[src/rtl/coh_dir_pkg.sv]
package coh_dir_pkg;

  localparam int NPORT   = 13;
  localparam int PORT_W  = 4;
  localparam int ENTRY_W = 16;

  typedef enum logic [1:0] {
    CC_UNDEF = 2'b00,
    CC_SHR   = 2'b01,
    CC_PRV   = 2'b10,
    CC_NTF   = 2'b11
  } cc_e;

  typedef struct packed {
    cc_e              cc;
    logic             lk;
    logic [NPORT-1:0] pres;
  } dir_entry_t;

  typedef enum logic [3:0] {
    OP_RD_SH    = 4'd0,
    OP_RD_PV    = 4'd1,
    OP_OWN      = 4'd2,
    OP_WB_KEEP  = 4'd3,
    OP_WB_DROP  = 4'd4,
    OP_LOCK     = 4'd5,
    OP_UNLOCK   = 4'd6,
    OP_NOTIFY   = 4'd7,
    OP_RD_SH_LK = 4'd8,
    OP_RD_PV_LK = 4'd9,
    OP_WB_KEEPU = 4'd10,
    OP_WB_DROPU = 4'd11,
    OP_DIR_RD   = 4'd12,
    OP_DIR_WR   = 4'd13
  } dir_op_e;

  // outcome vector ordering: {fail, abort, ok}
  localparam logic [2:0] RES_OK    = 3'b001;
  localparam logic [2:0] RES_ABORT = 3'b010;
  localparam logic [2:0] RES_FAIL  = 3'b100;

  typedef struct packed {
    dir_entry_t       nxt;
    logic [2:0]       res;
    logic [NPORT-1:0] irq;
  } dir_eval_t;

  function automatic logic [NPORT-1:0] port_mask(input logic [PORT_W-1:0] port);
    return NPORT'(1) << port;
  endfunction

  function automatic logic is_wb(input logic [3:0] op);
    return op == OP_WB_KEEP || op == OP_WB_DROP || op == OP_WB_KEEPU || op == OP_WB_DROPU;
  endfunction

  function automatic logic takes_lock(input logic [3:0] op);
    return op == OP_RD_SH_LK || op == OP_RD_PV_LK;
  endfunction

  function automatic logic wants_shared(input logic [3:0] op);
    return op == OP_RD_SH || op == OP_RD_SH_LK;
  endfunction

  function automatic dir_eval_t dir_eval(input dir_entry_t cur, input logic [3:0] op,
                                         input logic [PORT_W-1:0] port,
                                         input logic [ENTRY_W-1:0] wdata);
    dir_eval_t        r;
    logic [NPORT-1:0] m, oth;
    logic             unc, ntf, prv, own;
    r.nxt = cur;
    r.res = RES_FAIL;
    r.irq = '0;
    m   = port_mask(port);
    oth = cur.pres & ~m;
    unc = (cur.pres == '0);
    ntf = !unc && cur.cc == CC_NTF;
    prv = !unc && cur.cc == CC_PRV;
    own = prv && cur.pres == m;
    if (op == OP_DIR_RD) begin
      r.res = RES_OK;
    end else if (op == OP_DIR_WR) begin
      r.nxt = dir_entry_t'(wdata);
      r.res = RES_OK;
    end else if (op > OP_DIR_WR || port >= PORT_W'(NPORT)) begin
      r.res = RES_FAIL;
    end else if (ntf) begin
      if (op == OP_RD_SH) begin
        r.res    = RES_OK;
        r.nxt.lk = 1'b0;
      end else if (is_wb(op)) begin
        if (cur.lk) r.res = RES_ABORT;
        else begin
          r.res    = RES_OK;
          r.nxt.lk = 1'b1;
          r.irq    = cur.pres;
        end
      end else if (op == OP_NOTIFY) begin
        r.res      = RES_OK;
        r.nxt.pres = cur.pres | m;
      end else if (op == OP_LOCK || op == OP_UNLOCK) begin
        r.res = RES_FAIL;
      end else begin
        r.res = RES_ABORT;
      end
    end else begin
      case (op)
        OP_RD_SH, OP_RD_PV, OP_OWN, OP_RD_SH_LK, OP_RD_PV_LK: begin
          if (takes_lock(op) && cur.lk) begin
            r.res = RES_FAIL;
          end else if (prv && !own) begin
            r.res = RES_ABORT;
            r.irq = cur.pres;
          end else begin
            r.res = RES_OK;
            if (takes_lock(op)) r.nxt.lk = 1'b1;
            if (wants_shared(op)) begin
              if (!own) begin
                r.nxt.cc   = CC_SHR;
                r.nxt.pres = cur.pres | m;
              end
            end else begin
              r.nxt.cc   = CC_PRV;
              r.nxt.pres = m;
              r.irq      = oth;
            end
          end
        end
        OP_WB_KEEP, OP_WB_DROP, OP_WB_KEEPU, OP_WB_DROPU: begin
          if (own) begin
            r.res    = RES_OK;
            r.nxt.cc = CC_SHR;
            if (op == OP_WB_DROP || op == OP_WB_DROPU) r.nxt.pres = '0;
            if (op == OP_WB_KEEPU || op == OP_WB_DROPU) r.nxt.lk = 1'b0;
          end
        end
        OP_LOCK: begin
          if (prv && !own) begin
            r.res = RES_ABORT;
            r.irq = cur.pres;
          end else begin
            r.nxt.pres = cur.pres | m;
            if (unc) r.nxt.cc = CC_SHR;
            if (cur.lk) r.res = RES_FAIL;
            else begin
              r.res    = RES_OK;
              r.nxt.lk = 1'b1;
            end
          end
        end
        OP_UNLOCK: begin
          r.res    = RES_OK;
          r.nxt.lk = 1'b0;
          r.irq    = oth;
        end
        OP_NOTIFY: begin
          if (unc) begin
            r.res      = RES_OK;
            r.nxt.cc   = CC_NTF;
            r.nxt.pres = m;
            r.nxt.lk   = 1'b0;
          end else begin
            r.res = RES_ABORT;
            r.irq = oth;
          end
        end
        default: r.res = RES_FAIL;
      endcase
    end
    return r;
  endfunction

endpackage

[src/rtl/coh_dir_ram.sv]
module coh_dir_ram #(
  parameter int DEPTH = 64,
  parameter int AW    = 6,
  parameter int W     = 16
) (
  input  logic          clk,
  input  logic          rd_en,
  input  logic [AW-1:0] rd_addr,
  output logic [W-1:0]  rd_data,
  input  logic          wr_en,
  input  logic [AW-1:0] wr_addr,
  input  logic [W-1:0]  wr_data
);
  logic [W-1:0] mem [DEPTH];

  always_ff @(posedge clk) begin
    if (wr_en) mem[wr_addr] <= wr_data;
    if (rd_en) rd_data <= mem[rd_addr];
  end
endmodule

[src/rtl/coh_dir_seq.sv]
module coh_dir_seq #(
  parameter int DEPTH = 64,
  parameter int IDX_W = 6
) (
  input  logic             clk,
  input  logic             rst_n,
  input  logic             op_valid,
  output logic             op_ready,
  output logic             accept,
  output logic             in_eval,
  output logic             init_we,
  output logic [IDX_W-1:0] init_addr,
  output logic             init_busy
);
  localparam logic [IDX_W-1:0] LAST = IDX_W'(DEPTH - 1);

  typedef enum logic [1:0] {S_INIT, S_IDLE, S_EVAL} seq_e;
  seq_e             st;
  logic [IDX_W-1:0] cnt;

  assign op_ready  = (st == S_IDLE);
  assign accept    = op_ready && op_valid;
  assign in_eval   = (st == S_EVAL);
  assign init_we   = (st == S_INIT);
  assign init_busy = init_we;
  assign init_addr = cnt;

  always_ff @(posedge clk or negedge rst_n) begin
    if (!rst_n) begin
      st  <= S_INIT;
      cnt <= '0;
    end else begin
      case (st)
        S_INIT: begin
          cnt <= cnt + 1'b1;
          if (cnt == LAST) st <= S_IDLE;
        end
        S_IDLE: if (accept) st <= S_EVAL;
        S_EVAL: st <= S_IDLE;
        default: st <= S_INIT;
      endcase
    end
  end
endmodule

[src/rtl/coh_dir_rule.sv]
module coh_dir_rule
  import coh_dir_pkg::*;
(
  input  dir_entry_t          cur,
  input  logic [3:0]          op,
  input  logic [PORT_W-1:0]   port,
  input  logic [ENTRY_W-1:0]  wdata,
  output dir_entry_t          nxt,
  output logic [2:0]          res,
  output logic [NPORT-1:0]    irq
);
  dir_eval_t ev;

  always_comb begin
    ev  = dir_eval(cur, op, port, wdata);
    nxt = ev.nxt;
    res = ev.res;
    irq = ev.irq;
  end
endmodule

[src/rtl/coh_dir_ctrl.sv]
module coh_dir_ctrl
  import coh_dir_pkg::*;
#(
  parameter int DEPTH = 64,
  parameter int IDX_W = $clog2(DEPTH)
) (
  input  logic               clk,
  input  logic               rst_n,
  input  logic               op_valid,
  output logic               op_ready,
  input  logic [3:0]         op_code,
  input  logic [3:0]         op_port,
  input  logic [IDX_W-1:0]   op_idx,
  input  logic [15:0]        op_wdata,
  output logic               rsp_valid,
  output logic               rsp_ok,
  output logic               rsp_abort,
  output logic               rsp_fail,
  output logic [12:0]        rsp_irq,
  output logic [15:0]        rsp_entry
);
  logic             accept, in_eval, init_we, init_busy;
  logic [IDX_W-1:0] init_addr;

  logic [3:0]         q_code;
  logic [PORT_W-1:0]  q_port;
  logic [IDX_W-1:0]   q_idx;
  logic [ENTRY_W-1:0] q_wdata;

  logic [ENTRY_W-1:0] ram_rdata;
  logic               ram_we;
  logic [IDX_W-1:0]   ram_waddr;
  logic [ENTRY_W-1:0] ram_wdata;

  dir_entry_t       cur_entry, nxt_entry;
  logic [2:0]       eval_res;
  logic [NPORT-1:0] eval_irq;

  coh_dir_seq #(.DEPTH(DEPTH), .IDX_W(IDX_W)) u_seq (
    .clk(clk), .rst_n(rst_n), .op_valid(op_valid), .op_ready(op_ready),
    .accept(accept), .in_eval(in_eval), .init_we(init_we),
    .init_addr(init_addr), .init_busy(init_busy)
  );

  always_ff @(posedge clk or negedge rst_n) begin
    if (!rst_n) begin
      q_code  <= '0;
      q_port  <= '0;
      q_idx   <= '0;
      q_wdata <= '0;
    end else if (accept) begin
      q_code  <= op_code;
      q_port  <= op_port;
      q_idx   <= op_idx;
      q_wdata <= op_wdata;
    end
  end

  assign ram_we    = init_we || in_eval;
  assign ram_waddr = init_we ? init_addr : q_idx;
  assign ram_wdata = init_we ? '0 : ENTRY_W'(nxt_entry);

  coh_dir_ram #(.DEPTH(DEPTH), .AW(IDX_W), .W(ENTRY_W)) u_ram (
    .clk(clk), .rd_en(accept), .rd_addr(op_idx), .rd_data(ram_rdata),
    .wr_en(ram_we), .wr_addr(ram_waddr), .wr_data(ram_wdata)
  );

  assign cur_entry = dir_entry_t'(ram_rdata);

  coh_dir_rule u_rule (
    .cur(cur_entry), .op(q_code), .port(q_port), .wdata(q_wdata),
    .nxt(nxt_entry), .res(eval_res), .irq(eval_irq)
  );

  always_ff @(posedge clk or negedge rst_n) begin
    if (!rst_n) begin
      rsp_valid <= 1'b0;
      rsp_ok    <= 1'b0;
      rsp_abort <= 1'b0;
      rsp_fail  <= 1'b0;
      rsp_irq   <= '0;
      rsp_entry <= '0;
    end else if (in_eval) begin
      rsp_valid <= 1'b1;
      rsp_ok    <= eval_res[0];
      rsp_abort <= eval_res[1];
      rsp_fail  <= eval_res[2];
      rsp_irq   <= eval_irq;
      rsp_entry <= ENTRY_W'(nxt_entry);
    end else begin
      rsp_valid <= 1'b0;
      rsp_ok    <= 1'b0;
      rsp_abort <= 1'b0;
      rsp_fail  <= 1'b0;
      rsp_irq   <= '0;
      rsp_entry <= '0;
    end
  end
endmodule

[config.mk]
export PLATFORM = sky130hd
export DESIGN_NAME = coh_dir_ctrl
export DESIGN_NICKNAME = d
export VERILOG_FILES = /design/src/rtl/coh_dir_pkg.sv /design/src/rtl/coh_dir_ram.sv /design/src/rtl/coh_dir_seq.sv /design/src/rtl/coh_dir_rule.sv /design/src/rtl/coh_dir_ctrl.sv
export SDC_FILE = /design/constraint.sdc
export NUM_CORES = 1
export LEC_CHECK = 0
export BUFFER_PORTS_ARGS = -buffer_cell sky130_fd_sc_hd__clkbuf_2
export CORE_AREA = 2 2 216 430
export CTS_CLUSTER_DIAMETER = 40
export DETAILED_ROUTE_END_ITERATION = 10
export DIE_AREA = 0 0 218 432
export GPL_TIMING_DRIVEN = 0
export PLACE_DENSITY = 0.72
export SKIP_CTS_REPAIR_TIMING = 1
export SLEW_MARGIN = 20
export SYNTH_ARGS = -nofsm -noshare
export SYNTH_HDL_FRONTEND = slang
export SYNTH_SLANG_ARGS = --single-unit
[constraint.sdc]
create_clock -name clk -period 10.9 [get_ports clk]
set_clock_uncertainty 0.1 [all_clocks]
set_input_delay 2.725 -clock clk [delete_from_list [all_inputs] [get_ports clk]]
set_output_delay 2.725 -clock clk [all_outputs]
set_load 0.02 [all_outputs]
==> flow_metrics.tcl <==
set metrics [dict create \
    run_status "finished clean" \
    yosys-top-cells-area "edfxtp_1, mux4_2, dfrtp_1, nor2_1, nand2_1" \
    wl_per_cell_um 31.85 \
    via_per_inst 6.386 \
    synth_top_cell_by_area "edfxtp_1" \
    clock-root-buffer "clkbuf_16" \
    final_nets 2557 \
    slew_violations 0 \
    antenna_found_initial 6 \
    crit_fanout 10 \
    post-route-min-period_ns 6.022 \
    io_pins 67 \
    syn_inst 2208 \
    hold_violations 0 \
    grt_max_degree 52 \
    total_power_uw 13380 \
    clockBufferDepth 3 \
    cpMostUsedCell "mux4_2" \
    powerDensity_nw_per_um2 257.5 \
    synth_edf_count 1040 \
    crit_type "in2reg" \
    grt_pass1_wl_mm 173.4 \
    crit_buf_inv 3 \
    dpl.hpwl_mm 84.61 \
    worstSkewPairLatency_ns 0.73 \
    coreArea_um2 91150 \
    ys_seq_area_frac 0.7342 \
    grt_pass1_vias 24100 \
    multi_input_area_um2 11590 \
    first_pass_iters 7 \
    rows 157 \
    die_x_um 218 \
    dieArea_um2 94180 \
    rsz0062_at_grt "no" \
    wl_mm 120.4 \
    slew-limit-headroom 0.1742 \
    setup_viol 0 \
    synth_most_common_cell "edfxtp_1" \
    maxCapViolCount 0 \
    seq_area_um2 33010 \
    synth.distinct_cells 64 \
    drc_errors 0 \
    synth-main-ff-cell "edfxtp_1" \
    cp_cell_sequence "clkbuf_1, clkbuf_1, buf_1, mux4_2, mux4_2, mux4_2" \
    ys_ff_latch 1111 \
    syn_area_per_cell_um2 20.36 \
    die_h_um 432 \
    gp_congestion 0.9393 \
    fmax_ghz 0.1661 \
    clk_pin_slew_ns 0.06 \
    fillers 6612 \
    worstMarginPinSlew_ns 1.230 \
    drive_gt1_frac 0.3232 \
    leakage_uw 0.01699 \
    syn-cell-area_um2 44960 \
    startpoint_type "input pin" \
    critPathTopFamily "buffers and inverters" \
    yosys.area.top_type_share 0.6947 \
    min_period_over_period 0.5525 \
    cts_made_buffers 103 \
    tritoncts "done" \
    grt_usage 0.2610 \
    required_ns 11.20 \
    ys_async_sr_fraction 0.06391 \
    slowest_stage "clkbuf_1" \
    drtIter0Drc 3026 \
    ant_nets 0 \
    ir_worst_vdd_v 0.0001927 \
    ys.warnings.count 0 \
    min_path_type "reg2reg" \
    worstPathArrival_ns 6.32 \
    finalSetupTns_ns 0 \
    slowest_delay_ns 0.81 \
    overflow 0 \
    synth_nets 2268 \
    dr_total_vias 24140 \
    start_util 0.4932 \
    synthTopCellsByCount "edfxtp_1, mux4_2, nor2_1, nand2_1, dfrtp_1" \
    port_buffers 60 \
    hold_slack_ns 0.4243 \
    htree_levels 3 \
    syn2layout_area_growth_pct 15.61 \
    crit_path_end_kind "flip-flop" \
    cts_sinks 1111 \
]
==> cells in the final DEF, fill, tap and decap left out, types with 50 or more instances in the layout <==
cell / count
clkbuf_1: 90
o21ai_0: 50
clkbuf_2: 62
nand2_1: 104
clkbuf_16: 104
buf_6: 56
mux4_2: 336
dfrtp_1: 71
edfxtp_1: 1040
nor2_2: 64
==> kinds of logic (layout without fill, tap and decap cells) <==
group | after synthesis | in the layout | synth area share
and+or+nand+nor | 327 | 327 | 0.03317
xor gates and xnor gates | 6 | 6 | 0.001169
DFF | 1111 | 1111 | 0.7342
muxes | 367 | 367 | 0.1760
buffers and inverters | 146 | 525 | 0.01403
other | 0 | 1 | 0
AOI/OAI and AO/OA | 224 | 224 | 0.03395
adders and majority gates | 27 | 27 | 0.007514
==> area by class of cell <==
cell class / count / area share
Antenna cell: 1 / 0.00004815
Buffer: 123 / 0.01057
Clock buffer: 126 / 0.05166
Clock inverter: 69 / 0.01466
Inverter: 23 / 0.001661
Multi-Input combinational cell: 951 / 0.2230
Sequential cell: 1111 / 0.6351
Tap cell: 1192 / 0.02870
Timing Repair Buffer: 184 / 0.03464
==> per-layer routing <==
layer | vias to the layer above | track usage | share of wire
met5 | - | 0 | 0.00042
met4 | 8 | 0.1101 | 0.045
met3 | 221 | 0.04360 | 0.077
met2 | 1278 | 0.4289 | 0.51
met1 | 12820 | 0.3471 | 0.37
li1 | 9812 | - | -
==> power breakdown <==
group | switching [uW] | internal (uW) | leakage (uW)
registers | 182 | 5960 | 0.0104
logic | 2560 | 1060 | 0.00490
clock network | 1630 | 1990 | 0.00166
total | 4370 | 9010 | 0.0170
==> through the flow <==
stage          instance area, um2  utilization  instances  worst slack (ns)
6_report                    51970       0.5702       3780             4.878
3_5_place_dp                48520       0.5324       3584             4.172
3_3_place_gp                46750       0.5129       3460            -2.765
4_1_cts                     51970       0.5702       3779             4.899
5_1_grt                     51970       0.5702       3779             4.879
2_1_floorplan               44960            -       2208             4.186
==> registers in the layout, indices dropped and copies added, names as in the netlist <==
signal / count
rsp_ok: 1
u_seq.init_addr: 6
q_port: 4
rsp_entry: 16
rsp_fail: 1
rsp_irq: 13
q_wdata: 16
u_seq.st: 2
u_ram.rd_data: 16
rsp_valid: 1
u_ram.mem: 1024
q_idx: 6
rsp_abort: 1
q_code: 4
==> worst reg2reg max path, cell delays in order (launching register included) <==
cell and delay, ns:
dfrtp_1 0.32, clkbuf_1 0.37, nor2b_1 0.44, nand2_1 0.22, ha_1 0.33, nor4_1 0.67
nand4_1 0.31, clkbuf_1 0.32, a2111oi_0 0.66, nor4_1 0.16, a22oi_1 0.21, a21oi_1 0.11
nor3_2 0.65, buf_4 0.33, buf_4 0.23, buf_6 0.17
==> worst paths after layout <==
path | end | from | cells after the start | slack, ns
worst max-delay path | u_ram.rd_data[1]$_DFFE_PP_ | op_idx[1] | 6 | 4.88
worst min-delay path | q_wdata[14]$_DFFE_PN0P_ | q_wdata[14]$_DFFE_PN0P_ | 1 | 0.42
worst max register to register | u_ram.mem[31][12]$_DFFE_PP_ | q_port[1]$_DFFE_PN0P_ | 15 | 5.17
worst min register to register | q_wdata[14]$_DFFE_PN0P_ | q_wdata[14]$_DFFE_PN0P_ | 1 | 0.42
max in group asynchronous | q_idx[2]$_DFFE_PN0P_ | rst_n | 2 | 8.27
min in group asynchronous | rsp_valid$_DFF_PN0_ | rst_n | 1 | 1.85
(Power assumes the default switching activity.)
